--- src/rtl/useq_pkg.sv ---
// Shared encodings for the microprogram next-address sequencer.
// Assumes 2-bit select and operation fields from the microinstruction.
package useq_pkg;
    typedef enum logic [1:0] {
        CSEL_FIELD = 2'd0,
        CSEL_STACK = 2'd1,
        CSEL_NEXT  = 2'd2,
        CSEL_SPARE = 2'd3
    } cur_sel_e;

    typedef enum logic [1:0] {
        SEQ_NONE    = 2'd0,
        SEQ_CALL    = 2'd1,
        SEQ_DISMISS = 2'd2,
        SEQ_RETURN  = 2'd3
    } seq_op_e;

    typedef enum logic [1:0] {
        COND_IGNORE    = 2'd0,
        COND_SKIP      = 2'd1,
        COND_TRAP_TRUE = 2'd2,
        COND_TRAP_FALS = 2'd3
    } cond_op_e;
endpackage

--- src/rtl/useq_addr_sel.sv ---
// Combinational address choice for the sequencer.
// Computes the next current address (trap over skip over select) and the
// next-next address. Assumes the stack top given is the value before any
// push or pop this cycle.
module useq_addr_sel
    import useq_pkg::*;
#(
    parameter int ADDR_W   = 14,
    parameter int DISP_W   = 4,
    parameter int DISP_LSB = 8,
    parameter int SKIP_BIT = 12
) (
    input  logic [ADDR_W-1:0] field,
    input  logic [ADDR_W-1:0] cur_addr,
    input  logic [ADDR_W-1:0] nn_addr,
    input  logic [ADDR_W-1:0] top,
    input  logic [1:0]        cur_sel,
    input  logic              nn_sel,
    input  logic [1:0]        cond_op,
    input  logic              cond_in,
    input  logic [DISP_W-1:0] disp_val,
    input  logic              nn_magic,
    output logic [ADDR_W-1:0] cur_nxt,
    output logic [ADDR_W-1:0] nn_nxt
);
    localparam int DISP_MSB = DISP_LSB + DISP_W - 1;

    logic              trap;
    logic [ADDR_W-1:0] picked;
    logic [ADDR_W-1:0] disp_addr;

    // Trap decision from the condition operation.
    always_comb begin
        trap = ((cond_op == COND_TRAP_TRUE) && cond_in) ||
               ((cond_op == COND_TRAP_FALS) && !cond_in);
    end

    // Pick the source for the next current address and apply a skip.
    always_comb begin
        unique case (cur_sel)
            CSEL_STACK: picked = top;
            CSEL_NEXT:  picked = nn_addr;
            default:    picked = field;
        endcase
        if (cond_op == COND_SKIP) picked[SKIP_BIT] = ~cond_in;
        cur_nxt = trap ? field : picked;
    end

    // Dispatch address: field with one nibble swapped for the dispatch value.
    always_comb begin
        disp_addr = field;
        disp_addr[DISP_MSB:DISP_LSB] = disp_val;
    end

    // Next-next address, meaning changed by the modifier.
    always_comb begin
        if (nn_magic) nn_nxt = nn_sel ? top : cur_addr;
        else          nn_nxt = nn_sel ? ADDR_W'(cur_nxt + 1'b1) : disp_addr;
    end
endmodule

--- src/rtl/useq_ctl_stack.sv ---
// Return-address stack with a wrapping pointer.
// A push writes wdata into the slot above the pointer and moves up; a pop
// moves down. Assumes push and pop are never requested together.
module useq_ctl_stack #(
    parameter int ADDR_W = 14,
    parameter int DEPTH  = 16
) (
    input  logic              clk,
    input  logic              rst_n,
    input  logic              push,
    input  logic              pop,
    input  logic [ADDR_W-1:0] wdata,
    output logic [ADDR_W-1:0] top,
    output logic              overflow,
    output logic              underflow
);
    localparam int SP_W = $clog2(DEPTH);
    localparam logic [SP_W-1:0] SP_MAX = SP_W'(DEPTH - 1);

    logic [SP_W-1:0]   sp;
    logic [SP_W-1:0]   sp_up;
    logic [ADDR_W-1:0] slot [DEPTH];

    assign sp_up = sp + 1'b1;
    assign top   = slot[sp];

    // Pointer movement and one-cycle wrap flags.
    always_ff @(posedge clk) begin
        if (!rst_n) begin
            sp        <= '0;
            overflow  <= 1'b0;
            underflow <= 1'b0;
        end else begin
            overflow  <= push && (sp == SP_MAX);
            underflow <= pop && (sp == '0);
            if (push)     sp <= sp_up;
            else if (pop) sp <= sp - 1'b1;
        end
    end

    // One storage register per entry, written on a push into its slot.
    for (genvar g = 0; g < DEPTH; g++) begin : g_slot
        always_ff @(posedge clk) begin
            if (!rst_n)                               slot[g] <= '0;
            else if (push && (sp_up == SP_W'(g)))     slot[g] <= wdata;
        end
    end
endmodule

--- src/rtl/useq_next_addr.sv ---
// Top of the next-address sequencer: holds the current and next-next address
// registers, drives the return-address stack and the dismiss pulse.
// Assumes the inputs are the fields of the microinstruction at uaddr.
module useq_next_addr
    import useq_pkg::*;
#(
    parameter int ADDR_W    = 14,
    parameter int DISP_W    = 4,
    parameter int DISP_LSB  = 8,
    parameter int SKIP_BIT  = 12,
    parameter int STK_DEPTH = 16
) (
    input  logic              clk,
    input  logic              rst_n,
    input  logic [ADDR_W-1:0] next_field,
    input  logic [1:0]        cur_sel,
    input  logic              nn_sel,
    input  logic [1:0]        seq_op,
    input  logic [1:0]        cond_op,
    input  logic              cond_in,
    input  logic [DISP_W-1:0] disp_val,
    input  logic              nn_magic,
    output logic [ADDR_W-1:0] uaddr,
    output logic [ADDR_W-1:0] stack_top,
    output logic              dismiss_pulse,
    output logic              stk_overflow,
    output logic              stk_underflow
);
    logic [ADDR_W-1:0] nn_reg;
    logic [ADDR_W-1:0] cur_nxt;
    logic [ADDR_W-1:0] nn_nxt;
    logic              do_push;
    logic              do_pop;

    assign do_push = (seq_op == SEQ_CALL);
    assign do_pop  = (seq_op == SEQ_RETURN);

    useq_addr_sel #(
        .ADDR_W(ADDR_W), .DISP_W(DISP_W),
        .DISP_LSB(DISP_LSB), .SKIP_BIT(SKIP_BIT)
    ) u_sel (
        .field(next_field), .cur_addr(uaddr), .nn_addr(nn_reg),
        .top(stack_top), .cur_sel(cur_sel), .nn_sel(nn_sel),
        .cond_op(cond_op), .cond_in(cond_in), .disp_val(disp_val),
        .nn_magic(nn_magic), .cur_nxt(cur_nxt), .nn_nxt(nn_nxt)
    );

    useq_ctl_stack #(.ADDR_W(ADDR_W), .DEPTH(STK_DEPTH)) u_stk (
        .clk(clk), .rst_n(rst_n), .push(do_push), .pop(do_pop),
        .wdata(ADDR_W'(uaddr + 1'b1)), .top(stack_top),
        .overflow(stk_overflow), .underflow(stk_underflow)
    );

    // Address pipeline registers and the dismiss pulse.
    always_ff @(posedge clk) begin
        if (!rst_n) begin
            uaddr         <= '0;
            nn_reg        <= ADDR_W'(1);
            dismiss_pulse <= 1'b0;
        end else begin
            uaddr         <= cur_nxt;
            nn_reg        <= nn_nxt;
            dismiss_pulse <= (seq_op == SEQ_DISMISS);
        end
    end
endmodule

--- config.mk ---
export PLATFORM = sky130hd
export DESIGN_NAME = useq_next_addr
export DESIGN_NICKNAME = d
export VERILOG_FILES = /design/src/rtl/useq_pkg.sv /design/src/rtl/useq_addr_sel.sv /design/src/rtl/useq_ctl_stack.sv /design/src/rtl/useq_next_addr.sv
export SDC_FILE = /design/constraint.sdc
export NUM_CORES = 1
export LEC_CHECK = 0
export CAP_MARGIN = 20
export CORE_UTILIZATION = 50
export DETAILED_ROUTE_END_ITERATION = 10
export HOLD_SLACK_MARGIN = 0.12
export PLACE_DENSITY = 0.75
export SLEW_MARGIN = 20
export SYNTH_ARGS = -nofsm -noshare
export SYNTH_HDL_FRONTEND = slang
export SYNTH_SLANG_ARGS = --single-unit
--- constraint.sdc ---
create_clock -name clk -period 3.5 [get_ports clk]
set_input_delay 0.7 -clock clk [delete_from_list [all_inputs] [get_ports clk]]
set_output_delay 0.7 -clock clk [all_outputs]
set_load 0.05 [all_outputs]
Word-level counts from Yosys, hierarchy flattened:

Memory sizes are Yosys's and may differ from the RTL's. A register that Yosys moved wholly into a read port is not among the register bits.
Index checks and enable logic that the tools add are counted.
W data, S select, Z words.

* bitwise operators: 17
* reduce and logical (&&, ||, !) cells: 25
* mux-type cells: 75
* eq/ne operators: 24
* $add $sub $neg: 4

Operator list (number)
* $mux W14: 20
* $mux W1: 50
* $eq A4 B4 Y1 const B: 9
* $add A14 B1 Y14 const B: 2
* $pmux W14 S2: 1
* $logic_and A1 B1 Y1: 20
* $eq A4 B3 Y1 const B: 4
* $mux W4: 4
* $or A1 B1 Y1: 16
* $eq A2 B2 Y1 const B: 5
* $eq A4 B2 Y1 const B: 2
* $logic_not A4 Y1: 2
* $eq A2 B1 Y1 const B: 3
* $add A4 B1 Y4 const B: 1
* $eq A4 B1 Y1 const B: 1
* $sub A4 B1 Y4 const B: 1
* $reduce_bool A2 Y1: 1
* $logic_not A1 Y1: 1
* $logic_or A1 B1 Y1: 1
* $not A1 Y1: 1

* register bits after elaboration: 35
* output and inout port bits: 31
* input port bits: 29
* memory bits (writable): 224
* memories: 1
* word-level logic and storage cells: 152

Memories
* u_stk.slot: depth 16, bits a word 14, read ports 1, clocked after Yosys merged registers in 1, write ports 16, line useq_ctl_stack.sv:22 `logic [ADDR_W-1:0] slot [DEPTH];`

Depth between registers and ports, before layout:

Gate-level depths: netlist of run 1.

* word-level depth: 7
* depth in mapped cells: 13

Hierarchy:

From an unflattened synthesis of run 1, not the netlist that was laid out.

* cell total of the unflattened synthesis: 1031
* area total of the unflattened synthesis: 12703.4 um^2

By module, submodules not included
* useq_ctl_stack: instances 1, cells each 731, area each 10393.7 um^2
* useq_addr_sel: instances 1, cells each 201, area each 1263.7 um^2
* useq_next_addr: instances 1, cells each 99, area each 1046.0 um^2

Worst setup path before layout of run 1:

No wires, ideal clock.

* path type: reg2reg
* start: reg with a tool-made name
* end: reg nn_reg[13]
* data required time: 3.384 ns
* slack: 0.159 ns
* arrival: 3.225 ns
* cell stages (with the launch flop): 12
* buffers on the path: 3
* cells stage by stage: dfxtp_1 buf_6 buf_12 buf_12 mux4_2 mux2i_1 mux2i_1 a221oi_2 nor4_1 or4b_4 mux2i_1 nor2_1

RTL lines
* to (signal assigned): line useq_next_addr.sv:62 `nn_reg <= nn_nxt;`
* to (decl): line useq_next_addr.sv:29 `logic [ADDR_W-1:0] nn_reg;`

==> results of run 1 <==
per-layer routing:
layer	wire (um)	up-vias	share of wire	global-route usage
li1	-	3750	-	-
met1	13000	4163	0.40	0.357
met2	15300	478	0.48	0.406
met3	3030	62	0.094	0.0362
met4	758	0	0.024	0.0775
met5	0	-	0	0
worst min-delay path: cells and delay by family, from the launching register on:
kind / cells / cell delay, ns
flops: 1 / 0.30
simple gates: 2 / 0.27
compound gates: 1 / 0.07
layout make-up:
class                   count  share of cell area
flip-flops and latches    263               0.508
multi-input cells         610               0.308
repair buffers            139              0.0883
clock buffers              36              0.0530
well taps                 324              0.0274
clock inverters            16              0.0111
inverters                  18             0.00457
power by group:
part           leakage [uW]  switching (uW)  internal, uW
clock              0.000468            1220          1800
combinational       0.00231             832           570
sequential          0.00264            87.0          3540
total               0.00541            2140          5910
cell families after synthesis:
family,synth area share
adder cells (fa/ha/maj),0.00995
AO/OA/AOI/OAI,0.0614
AND/OR/NAND/NOR,0.132
buffers and inverters,0.0419
multiplexers,0.142
XOR/XNOR,0.0160
flip-flops,0.597
worst paths after layout:
kind | slack (ns) | to | depth (start not counted) | start
max | 0.08 | stack_top[4] | 7 | register
min | 0.68 | uaddr[13] | 3 | nn_reg[13]
max reg2reg | 0.30 | nn_reg[2] | 9 | register
min reg2reg | 0.68 | uaddr[13] | 3 | nn_reg[13]
stage by stage:
step | hold WS [ns] | setup slack [ns] | total power, uW | cell area (um^2)
finish | 0.678 | 0.0810 | 8050 | 14800
global route | 0.739 | 0.0295 | 8270 | 14800
CTS | 0.679 | 0.00762 | 8060 | 14800
detailed placement | 0.650 | 0.0146 | 5070 | 13800
floorplan | 0.510 | 0.159 | 4540 | 12600
global placement | 0.672 | 0.0558 | 5050 | 13800
layout by cell type (no fill, tap or decap), types with 11 or more instances in the layout:
cell / n
o21ai_0: 11
and3_1: 11
and2_1: 12
buf_4: 82
mux2i_1: 27
xor2_1: 12
edfxtp_1: 224
o21ai_1: 19
nand2_1: 57
inv_1: 17
clkdlybuf4s50_1: 45
mux4_2: 31
xnor2_1: 11
a21oi_1: 14
nor2_1: 243
nand3_1: 20
dfxtp_1: 37
buf_12: 12
mux4_1: 28
clkbuf_16: 30
what timing repair did:
| action | 4_1_cts | 5_1_grt |
|---|---|---|
| hold buffers | 0 | 0 |
| resized for setup | 4 | 0 |
| endpoints found under the setup margin | 7 | 3 |
| buffers inserted | 0 | 3 |
==> impl_metrics.env, run 1 <==
export IMPL_slew_headroom=0.326
export IMPL_min_path_type="register to register"
export IMPL_grtUsageTotal=0.252
export IMPL_fp_dieH_um=161
export IMPL_synth_edf_count=224
export IMPL_netlist_top_cell_by_area="edfxtp_1"
export IMPL_worstMarginPinSlew_ns=0.998
export IMPL_p_leak_uw=0.00541
export IMPL_grt_max_degree=39
export IMPL_synthesis_area_um2=12600
export IMPL_crit_type="register to output pin"
export IMPL_seq_area_um2=7510
export IMPL_die_area_um2=25800
export IMPL_crit_family="buffers and inverters"
export IMPL_wl_per_cell_um=22.8
export IMPL_fin_cells=1406
export IMPL_fin_skew_ns=0.0241
export IMPL_async_flop_share=0
export IMPL_row_count=57
export IMPL_cts_htree_levels=1
export IMPL_cts_tree="done"
export IMPL_slew_viol_final=0
export IMPL_viasPerCell=6.01
export IMPL_finalCriticalPeriod_ns=3.42
export IMPL_grt_ovfl_total=0
export IMPL_cts_buffers_inserted=28
export IMPL_antenna_found_initial=0
export IMPL_clkTransAtPathRegs_ns=0.06
export IMPL_postSynthCellCount=960
export IMPL_first_pass_iters=6
export IMPL_setup_violations=0
export IMPL_cp_max_fo=7
export IMPL_synth_yosys_warnings=0
export IMPL_syn_nets=999
export IMPL_cpMostUsedCell="buf_4"
export IMPL_cts_root_buf="clkbuf_16"
export IMPL_drc=0
export IMPL_vdd_drop_max_mv=0.373
export IMPL_first_global_vias=8180
export IMPL_hold_violations=0
export IMPL_yosys_most_used_dff="edfxtp_1"
export IMPL_dp_cells=1351
export IMPL_yosysMostFrequentCell="nor2_1"
export IMPL_gp_congestion=0.918
export IMPL_grt_pass1_wl_um=48900
export IMPL_drive_gt1_frac=0.182
export IMPL_ios=60
export IMPL_fin_tns_setup_ns=0
export IMPL_crit_required_ns=2.80
export IMPL_clockBufferDepth=3
export IMPL_fin_util=0.605
export IMPL_arrival_ns=2.72
export IMPL_cap_violations=0
export IMPL_start_util=0.514
export IMPL_rsz0062_at_grt="no"
export IMPL_largest_register_ffs=224
export IMPL_hpwlAfterDp_um=21000
export IMPL_slowest_delay_ns=0.54
export IMPL_nets=1099
export IMPL_yosysUniqueCellTypes=68
export IMPL_slowest_stage="mux4_1"
export IMPL_synth_top_area_frac=0.535
export IMPL_route_vias_total=8453
export IMPL_fmax_mhz=292
export IMPL_multiInputGateArea_um2=4550
export IMPL_routed_wl_um=32100
export IMPL_die_w_um=161
export IMPL_drt_iter0_markers=945
export IMPL_ys_seq_area_frac=0.597
export IMPL_worst_path_buf_inv=4
export IMPL_drtAntennaViolNets=0
export IMPL_io_buffer_count=59
export IMPL_fill_cells=1852
export IMPL_ys_top_cells_by_count="nor2_1 (243), edfxtp_1 (224), nand2_1 (57)"
export IMPL_p_per_area_nw_per_um2=544
export IMPL_cts_sinks=263
export IMPL_worstPathCellList="buf_4, mux4_1, a22o_1, a221oi_1, buf_4, inv_1, buf_4"
export IMPL_fp_coreArea_um2=24500
export IMPL_synth_seq_cells=263
export IMPL_areaGrowthSynthToFinish_pct=17.6
export IMPL_diodes=0
export IMPL_start_kind="register"
export IMPL_clock_latency_ns=0.56
export IMPL_end_kind="output pin"
export IMPL_status="finished clean"
export IMPL_syn_avg_cell_area_um2=13.1
export IMPL_synth_top_cells_by_area="edfxtp_1 (53%), nor2_1 (7.3%), dfxtp_1 (6.2%)"
export IMPL_finalCritPeriodShare=0.977
No activity file was read; power rests on OpenSTA's default activity.
==> run 2, diff against run 1 <==
--- a/config.mk
+++ b/config.mk
@@ -5,7 +5,6 @@
 export SDC_FILE = /design/constraint.sdc
 export NUM_CORES = 1
 export LEC_CHECK = 0
-export CAP_MARGIN = 20
 export CORE_UTILIZATION = 50
 export DETAILED_ROUTE_END_ITERATION = 10
 export HOLD_SLACK_MARGIN = 0.12
==> results of run 2 <==
The final DEF is identical to that of run 1; final timing and power are the same.
==> run 3, diff against run 2 <==
--- a/config.mk
+++ b/config.mk
@@ -5,10 +5,13 @@
 export SDC_FILE = /design/constraint.sdc
 export NUM_CORES = 1
 export LEC_CHECK = 0
+export CELL_PAD_IN_SITES_DETAIL_PLACEMENT = 1
+export CELL_PAD_IN_SITES_GLOBAL_PLACEMENT = 1
 export CORE_UTILIZATION = 50
+export CTS_CLUSTER_DIAMETER = 200
 export DETAILED_ROUTE_END_ITERATION = 10
 export HOLD_SLACK_MARGIN = 0.12
-export PLACE_DENSITY = 0.75
+export PLACE_DENSITY = 0.87
 export SLEW_MARGIN = 20
 export SYNTH_ARGS = -nofsm -noshare
 export SYNTH_HDL_FRONTEND = slang
==> run 3 against run 2 <==
Against the previous run:
- die area unchanged
- critical path depth is the same
- final area rose by 0.25%
- global-route usage is 6.9 points higher
- cell count up 0.71%
- sequential share of layout area decreased by 0.11 points
- via count is 7.1% higher
- core utilization increased by 0.15 points
- clock power down 9.9%
- power decreased by 1.6%
- largest cell class unchanged
==> impl_metrics.env, run 3 (same netlist as run 1, synthesis figures left out) <==
export IMPL_final_cell_mix="nor2_1 (242), edfxtp_1 (224), buf_4 (92)"
export IMPL_slew_viol_final=0
export IMPL_largest_register_ffs=224
export IMPL_postCtsHoldBufs=0
export IMPL_finalInstanceArea_um2=14800
export IMPL_nets=1111
export IMPL_fin_tns_setup_ns=0
export IMPL_vdd_drop_max_mv=0.473
export IMPL_min_path_type="register to register"
export IMPL_hp_start="uaddr[0]"
export IMPL_arrival_ns=2.76
export IMPL_setup_violations=0
export IMPL_clock_latency_ns=0.56
export IMPL_hold_violations=0
export IMPL_worst_path_buf_inv=4
export IMPL_finalCritPeriodShare=0.988
export IMPL_cap_violations=0
export IMPL_fmax_mhz=289
export IMPL_ios=60
export IMPL_drtAntennaViolNets=0
export IMPL_antenna_found_initial=1
export IMPL_crit_family="multiplexers"
export IMPL_drc=0
export IMPL_cts_sinks=263
export IMPL_place_ws_ns=-0.0525
export IMPL_rr_endpoint="nn_reg[2]"
export IMPL_start_kind="register"
export IMPL_first_pass_iters=7
export IMPL_slew_headroom=0.413
export IMPL_fp_coreArea_um2=24500
export IMPL_min_to="u_stk.slot[5][0]"
export IMPL_gp_congestion=0.919
export IMPL_die_area_um2=25800
export IMPL_slowest_stage="mux4_1"
export IMPL_cp_max_fo=13
export IMPL_grtUsageTotal=0.322
export IMPL_wl_per_cell_um=29.1
export IMPL_crit_required_ns=2.80
export IMPL_route_vias_total=9051
export IMPL_hpwlAfterDp_um=26400
export IMPL_power_total_uw=7920
export IMPL_crit_type="register to output pin"
export IMPL_worstMarginPinSlew_ns=0.878
export IMPL_die_w_um=161
export IMPL_clockBufferDepth=3
export IMPL_r2r_setup_slack_ns=0.23
export IMPL_layout_commonest_cell="nor2_1"
export IMPL_start_util=0.514
export IMPL_placed_cell_area_um2=13900
export IMPL_cts_buffers_inserted=28
export IMPL_worstPathCellList="buf_4, buf_12, mux4_1, mux2i_1, o22ai_1, buf_4, buf_12"
export IMPL_hold_ws_ns=0.767
export IMPL_areaGrowthSynthToFinish_pct=17.9
export IMPL_fin_skew_ns=0.0231
export IMPL_diodes=0
export IMPL_clkTransAtPathRegs_ns=0.06
export IMPL_grt_pass1_wl_um=60800
export IMPL_cts_root_buf="clkbuf_16"
export IMPL_finalCriticalPeriod_ns=3.46
export IMPL_row_count=57
export IMPL_first_global_vias=9595
export IMPL_p_leak_uw=0.00541
export IMPL_end_kind="output pin"
export IMPL_drive_gt1_frac=0.191
export IMPL_min_path_cells=2
export IMPL_cts_tree="done"
export IMPL_grt_ovfl_total=0
export IMPL_io_buffer_count=59
export IMPL_routed_wl_um=41200
export IMPL_layout_setup_ws_ns=0.0403
export IMPL_rr_worst_depth=10
export IMPL_cts_htree_levels=1
export IMPL_viasPerCell=6.39
export IMPL_p_per_area_nw_per_um2=534
export IMPL_status="finished clean"
export IMPL_slowest_delay_ns=0.63
export IMPL_drt_iter0_markers=1005
export IMPL_fp_dieH_um=161
export IMPL_grt_max_degree=39
-- run 3: what timing repair did --
item | in CTS | in global routing
cloned | 1 | 0
setup buffers | 4 | 5
resized for setup | 9 | 4
endpoints found under the setup margin | 11 | 5
-- run 3: power breakdown --
group	total, uW	switching (uW)	internal (uW)	leakage [uW]
clock	2720	1220	1500	0.000396
sequential	3650	104	3540	0.00264
combinational	1550	928	623	0.00238
total	7920	2250	5670	0.00541
-- run 3: through the flow --
step           cells   util
3_3_place_gp    1357  0.566
6_report        1416  0.606
3_5_place_dp    1357  0.567
4_1_cts         1411  0.603
2_1_floorplan    960      -
5_1_grt         1416  0.606
-- run 3: layout make-up --
class | instances | area [um^2]
fill | 2380 | 9640
inverter | 18 | 67.6
multi-input combinational | 610 | 4590
clock buffer | 38 | 759
sequential | 263 | 7510
timing repair buffer | 151 | 1430
clock inverter | 12 | 50.0
tap | 324 | 405
-- run 3: worst register-to-register path: stages, from the launching register on --
cell and delay (ns):
dfxtp_4 0.44, buf_4 0.17, buf_12 0.16, mux4_1 0.59, a22oi_1 0.24, nand2_1 0.15, a221o_2 0.45, ha_1 0.24
xnor2_1 0.14, mux4_2 0.43, and2_1 0.16
-- run 3: routing by layer --
layer | share of wire | track usage
met1 | 0.38 | 0.398
met2 | 0.51 | 0.560
met3 | 0.076 | 0.0504
met4 | 0.040 | 0.136
met5 | 0.00032 | 0
-- run 3: worst max-delay path by stage --
stage	from	endpoint	cells after the start	slack, ns
final	register	stack_top[8]	7	0.04
after CTS	register	stack_top[11]	6	0.0007
after floorplan	register	nn_reg[13]	11	0.16
after detailed placement	cur_sel[0]	nn_reg[13]	11	-0.05
after global routing	register	stack_top[10]	10	-0.01
after global placement	cur_sel[0]	nn_reg[11]	11	0.01
